==> src/rtl/qsf_pkg.sv <==
package qsf_pkg;

  typedef enum logic [1:0] {
    MODE_RUN  = 2'd0,
    MODE_HOLD = 2'd1,
    MODE_OFF  = 2'd2
  } qsf_mode_e;

  // Power-down wins over the lock input.
  function automatic qsf_mode_e qsf_mode(input logic locked, input logic pd);
    if (pd) return MODE_OFF;
    if (!locked) return MODE_HOLD;
    return MODE_RUN;
  endfunction

endpackage

==> src/rtl/qsf_bit_timer.sv <==
module qsf_bit_timer
  import qsf_pkg::*;
#(
  parameter int WORD_BITS = 12
) (
  input  logic      clk,
  input  logic      rst,
  input  qsf_mode_e mode,
  output logic      wrap,
  output logic      dclk_o,
  output logic      frame_o,
  output logic      cap_o
);
  localparam int CW = (WORD_BITS > 1) ? $clog2(WORD_BITS) : 1;
  localparam logic [CW-1:0] LAST = CW'(WORD_BITS - 1);
  localparam logic [CW-1:0] HALF = CW'(WORD_BITS / 2);

  logic [CW-1:0] cnt_q;
  logic [CW-1:0] cnt_nxt;
  logic          dclk_q, frame_q, cap_q;

  assign cnt_nxt = (cnt_q == LAST) ? '0 : cnt_q + 1'b1;

  always_ff @(posedge clk) begin
    if (rst || mode == MODE_OFF) begin
      cnt_q   <= LAST;
      dclk_q  <= 1'b0;
      frame_q <= 1'b0;
      cap_q   <= 1'b1;
    end else if (mode == MODE_RUN) begin
      cnt_q   <= cnt_nxt;
      dclk_q  <= ~dclk_q;
      frame_q <= (cnt_nxt < HALF);
      cap_q   <= (cnt_nxt == LAST);
    end
  end

  assign wrap    = (mode == MODE_RUN) && cap_q;
  assign dclk_o  = dclk_q;
  assign frame_o = frame_q;
  assign cap_o   = cap_q;

endmodule

==> src/rtl/qsf_delay_line.sv <==
module qsf_delay_line #(
  parameter int WIDTH = 48,
  parameter int DEPTH = 9
) (
  input  logic             clk,
  input  logic             rst,
  input  logic             flush,
  input  logic             adv,
  input  logic [WIDTH-1:0] din,
  output logic [WIDTH-1:0] dout
);
  logic [WIDTH-1:0] stage_q [DEPTH];

  always_ff @(posedge clk) begin
    if (rst || flush) begin
      for (int i = 0; i < DEPTH; i++) stage_q[i] <= '0;
    end else if (adv) begin
      stage_q[0] <= din;
      for (int i = 1; i < DEPTH; i++) stage_q[i] <= stage_q[i-1];
    end
  end

  // The oldest entry, read before this boundary's shift.
  assign dout = stage_q[DEPTH-1];

endmodule

==> src/rtl/qsf_lane_ser.sv <==
module qsf_lane_ser #(
  parameter int WORD_BITS = 12
) (
  input  logic                 clk,
  input  logic                 rst,
  input  logic                 flush,
  input  logic                 adv,
  input  logic                 load,
  input  logic [WORD_BITS-1:0] word,
  output logic                 bit_o
);
  logic [WORD_BITS-1:0] sreg_q;
  logic                 bit_q;

  always_ff @(posedge clk) begin
    if (rst || flush) begin
      sreg_q <= '0;
      bit_q  <= 1'b0;
    end else if (load) begin
      bit_q  <= word[WORD_BITS-1];
      sreg_q <= {word[WORD_BITS-2:0], 1'b0};
    end else if (adv) begin
      bit_q  <= sreg_q[WORD_BITS-1];
      sreg_q <= {sreg_q[WORD_BITS-2:0], 1'b0};
    end
  end

  assign bit_o = bit_q;

endmodule

==> src/rtl/quad_serial_framer.sv <==
module quad_serial_framer
  import qsf_pkg::*;
#(
  parameter int NUM_LANES = 4,
  parameter int SAMPLE_W  = 12,
  parameter int LATENCY   = 9
) (
  input  logic                          clk,
  input  logic                          rst,
  input  logic                          pll_locked,
  input  logic                          pwr_down,
  input  logic [NUM_LANES*SAMPLE_W-1:0] samp_i,
  output logic [NUM_LANES-1:0]          lane_o,
  output logic                          dclk_o,
  output logic                          frame_o,
  output logic                          cap_o
);
  localparam int BUS_W = NUM_LANES * SAMPLE_W;

  qsf_mode_e        mode;
  logic             wrap, run, off;
  logic [BUS_W-1:0] tail;

  assign mode = qsf_mode(pll_locked, pwr_down);
  assign run  = (mode == MODE_RUN);
  assign off  = (mode == MODE_OFF);

  qsf_bit_timer #(.WORD_BITS(SAMPLE_W)) u_timer (
    .clk     (clk),
    .rst     (rst),
    .mode    (mode),
    .wrap    (wrap),
    .dclk_o  (dclk_o),
    .frame_o (frame_o),
    .cap_o   (cap_o)
  );

  qsf_delay_line #(.WIDTH(BUS_W), .DEPTH(LATENCY)) u_delay (
    .clk   (clk),
    .rst   (rst),
    .flush (off),
    .adv   (wrap),
    .din   (samp_i),
    .dout  (tail)
  );

  for (genvar l = 0; l < NUM_LANES; l++) begin : g_lane
    qsf_lane_ser #(.WORD_BITS(SAMPLE_W)) u_ser (
      .clk   (clk),
      .rst   (rst),
      .flush (off),
      .adv   (run),
      .load  (wrap),
      .word  (tail[l*SAMPLE_W +: SAMPLE_W]),
      .bit_o (lane_o[l])
    );
  end

endmodule

==> config.mk <==
export PLATFORM = sky130hd
export DESIGN_NAME = quad_serial_framer
export DESIGN_NICKNAME = d
export VERILOG_FILES = /design/src/rtl/qsf_pkg.sv /design/src/rtl/qsf_bit_timer.sv /design/src/rtl/qsf_delay_line.sv /design/src/rtl/qsf_lane_ser.sv /design/src/rtl/quad_serial_framer.sv
export SDC_FILE = /design/constraint.sdc
export NUM_CORES = 1
export LEC_CHECK = 0
export ABC_AREA = 1
export CAP_MARGIN = 20
export CORE_MARGIN = 10
export CORE_UTILIZATION = 55
export CTS_CLUSTER_DIAMETER = 40
export DETAILED_ROUTE_END_ITERATION = 10
export PLACE_DENSITY_LB_ADDON = 0.2
export SLEW_MARGIN = 15
export SYNTH_ARGS = -nofsm -noshare
export SYNTH_HDL_FRONTEND = slang
export SYNTH_SLANG_ARGS = --single-unit
==> constraint.sdc <==
create_clock -name clk -period 37.1 [get_ports clk]
set_input_delay 3.71 -clock clk [delete_from_list [all_inputs] [get_ports clk]]
set_output_delay 3.71 -clock clk [all_outputs]
set_load 0.02 [all_outputs]
# Word level (Yosys, flattened, before mapping)
# Memories as Yosys holds them, arrays and structs flattened.
# Cells that the tools add are included.
# classes
n_bitwise,10
n_lt_le_gt_ge,1
n_mux,38
reduce_logical,4
n_addsub,1
eq_ne,3
# op_table
cell,n
$mux 48,9
$mux 12,8
$mux 1,16
$or 1x1->1,9
$eq 4x4->1 const B,2
$mux 2,4
$add 4x1->4 const B,1
$lt 4x3->1 const B,1
$mux 4,1
$eq 2x2->1 const B,1
$logic_not 2->1,1
$reduce_bool 2->1,1
$logic_and 1x1->1,1
$logic_or 1x1->1,1
$not 1->1,1
# totals
wordCells,70
out_inout_bits,7
n_memories,1
reg_bits,55
ram_bits,432
input_bits,52
# mem_list
name,depth,width,read_ports,rd_clocked_by_memory_dff,wr,line,source
u_delay.stage_q,9,48,9,0,9,qsf_delay_line.sv:12,logic [WIDTH-1:0] stage_q [DEPTH];

# Longest topological paths before layout
# depth
ltp_word,10
mapped_depth,7
ltp_nobuf,7

# Hierarchy
# A second synthesis with hierarchy kept.
# unflattened
cells_unflattened,1814
hier_area_um2,19612.6
# modules_own_cells
mod,cells_each,area_each_um2,instances,seq_area_each_um2
qsf_delay_line,1395,16901.2,1,12972.4
qsf_lane_ser,91,581.8,4,240.2
qsf_bit_timer,51,369.1,1,140.1
quad_serial_framer,4,15.0,1,0.0

# Least setup slack after synthesis
# Ideal clock, no wire load.
# synth_timing
path_type,in2reg
startpoint,input pll_locked
endpoint,"memory u_delay.stage_q[0][0], enable pin"
path_buffers,1
arrival_time_ns,34.224
slack_ns,1.050
path_stages,5
setup_time_ns,1.826
t_required_ns,35.274
cell_sequence,inv_2 > nor2_4 > inv_1 > clkbuf_1 > o21ai_0
# synth_lines
element,line,source
from (decl),quad_serial_framer.sv:10,"input logic pll_locked,"
to (decl),qsf_delay_line.sv:12,

==> impl_results.md <==
* Initial core utilization at 56.19%
* Critical setup path kind: in -> reg
* Total die area at 42350 sq um
* Synth Cell Area at 18980 sq um
* Pleak at 8.396 nW
* CTS Hold Bufs at 0
* Final hold violations at 0
* Most common library cell in the layout ignoring fill and taps: inv_1
* Unrepaired setup endpoints after global routing: false
* Total GRT Usage at 11.16%
* Area leader, netlist: edfxtp_1
* PwrDens at 55.13 nW/um^2
* Hpwl dp at roughly 12 mm
* CP Max Fanout at 180
* Mapped Cells at 1659
* Largest net degree at the start of global routing at 181
* Final instance area at 21530 sq um
* Max-slew violations at 0
* Worst Clk Skew at between 0.015 and 0.02 ns
* Bufs on Longest Clock Path at 3
* Layout cell share with drive strength beyond 1 at between 5 and 6%
* Synth cell types at 23
* DRC Markers at 0
* Worst Max-Slew Pin Slew at 0.9884 ns
* Layout Area Growth over Synthesis at 13.43%
* I/O pin cnt at 59
* Vias per cell at about 4.4
* Outcome: complete, no violations
* Routed Antenna Nets at 0
* Antenna Cells at 0
* Initial drt markers at 609
* Commonest non-fill, non-tap cells in the layout: inv_1, nor2_1, edfxtp_1
* Initial DRT Pass Iterations at 5
* Clock root cell: clkbuf_16
* Period utilization at 21.67%
* CP arrival at 8.21 ns
* Initial antenna violation count at 0
* Routability Congestion at 0.7341
* Via count at 9732
* Area post-placement at between 15000 and 20000 sq um
* CP required at ~37 ns
* Chip width at 205.8 um
* PostCTS Resize Cnt at 0
* CTS buffer count at 52
* First-pass GRT wire length at 40.45 mm
* Clock Pin Slew Worst Setup and Hold Paths at 0.06 ns
* Row count at 67
* Syn Nets at roughly 1700
* Total gr overflow at 0
* Setup bufs post-CTS at 0
* Core Box Area at around 34000 sq um
* Setup tns final at 0 ns
* Register bit count reported by yosys at 487
* Die height at around 210 um
* Worst setup EP type: register
* Max-cap violations at 0
* Pwr Total at approximately 1.2 mW
* Vias in the first global route at approximately 9300
* Syn avg cell area at 11.44 sq um
* Worst VDD drop at 0.00004703 V
* Fillers at 2570
* CTS tree: done
* Per-cell routed wire length at 10.58 um
* Total wire length at 23.27 mm
* Crit path time final at approximately 8 ns
* Synth top area share at about 70%
* Worst rel slew slack at 34.10%
* FFs w/ async S/R, synth at 0%
* CTS HTree Levels at 2
* Final setup vio count at 0
* NumNets Final at 1762
* Fmax achieved at 124.4 MHz
* Fin util at a little under two thirds
* Top cells by area, synth: edfxtp_1, inv_1, nor2_1
* Sequential share of the synthesized area at 74.13%
* Clock sink count at between 400 and 500
* I/O Buffers at 58
* Synth warn at 0
* HP Class: reg -> reg
* Number of flops mapped to enable cells by yosys at 432
* Commonest register cell after synthesis: edfxtp_1
* CP startpoint kind: input port
* Worst skew pair latency at between 0.5 and 0.6 ns
synthesized netlist by cell type, types with 2 or more instances:
master / number
buf_2: 3
buf_1: 4
nand3_1: 11
buf_6: 34
o21ai_0: 48
edfxtp_1: 432
inv_1: 441
a21oi_1: 34
nand2_1: 86
buf_4: 4
clkbuf_1: 31
a31oi_1: 29
ha_1: 2
inv_2: 2
nor2_1: 436
dfxtp_1: 55
kinds of logic (layout without fill, tap and decap cells):
family / count (synthesis) / after routing / share of synthesized area (%)
and+or+nand+nor: 537 / 537 / 10.79
buffers and inverters: 519 / 611 / 11.70
DFF: 487 / 487 / 74.13
AOI/OAI and AO/OA: 113 / 113 / 3.196
adders and majority gates: 2 / 2 / 0.1318
xor gates and xnor gates: 1 / 1 / 0.04614
report_power, final:
group          leakage [nW]  switching [mW]  internal, mW
Clock                 0.837           0.202         0.313
Combinational          2.22          0.0265        0.0137
Sequential             5.34         0.00818         0.623
Total                  8.40           0.237         0.950
through the flow:
stage	setup slack [ns]	std cells	hold WS, ns
after floorplan	1.050	1659	0.4403
after global placement	28.00	2098	0.4549
after detailed placement	27.90	2098	0.4673
after CTS	28.48	2195	0.4775
after global routing	28.74	2199	0.5017
final	29.06	2199	0.4739
state kept, by name, summed over array words and instances (netlist names):
name and count:
u_timer.frame_o 1, u_timer.cnt_q 4, u_delay.stage_q 432, g_lane.u_ser.bit_o 4, u_timer.cap_o 1, u_timer.dclk_o 1
g_lane.u_ser.sreg_q 44
worst paths after layout:
| path | from | to | slack, ns | cells past startpoint |
|---|---|---|---|---|
| setup / recovery | pll_locked | u_delay.stage_q[0][70]$_SDFFCE_PN0P_ | 29.06 | 9 |
| hold / removal | g_lane[0].u_ser.sreg_q[11]$_SDFFE_PP0P_ | g_lane[0].u_ser.bit_o$_SDFFE_PP0P_ | 0.47 | 2 |
| hold reg to reg | g_lane[0].u_ser.sreg_q[11]$_SDFFE_PP0P_ | g_lane[0].u_ser.bit_o$_SDFFE_PP0P_ | 0.47 | 2 |
| setup reg to reg | u_timer.cap_o$_SDFFE_PP1N_ | u_delay.stage_q[0][70]$_SDFFCE_PN0P_ | 32.86 | 5 |
final cells by class:
cell class | count | area, sq um | share of cell area, %
Timing Repair Buffer | 71 | 770.7 | 3.579
Clock buffer | 63 | 1364 | 6.334
Tap cell | 448 | 560.5 | 2.603
Multi-Input combinational cell | 653 | 2713 | 12.60
Inverter | 443 | 1663 | 7.722
Clock inverter | 34 | 387.9 | 1.801
Sequential cell | 487 | 14070 | 65.36
per-layer routing:
layer / routed length, um / vias to the layer above / GRT usage, %
met5: 0 / - / 0
met4: 542 / 0 / 4.040
met3: 1176 / 51 / 2.878
met2: 10710 / 145 / 18.72
met1: 10830 / 4316 / 13.75
li1: - / 5220 / -
worst max-delay path, cell delays in order:
cell             delay, ns
clkdlybuf4s50_1       0.46
buf_4                 0.39
inv_2                 0.14
nor2_4                0.63
inv_1                 0.55
o21ai_4               0.25
buf_4                 0.36
buf_4                 0.80
buf_12                0.70
Power figures use the tool's default switching activity.
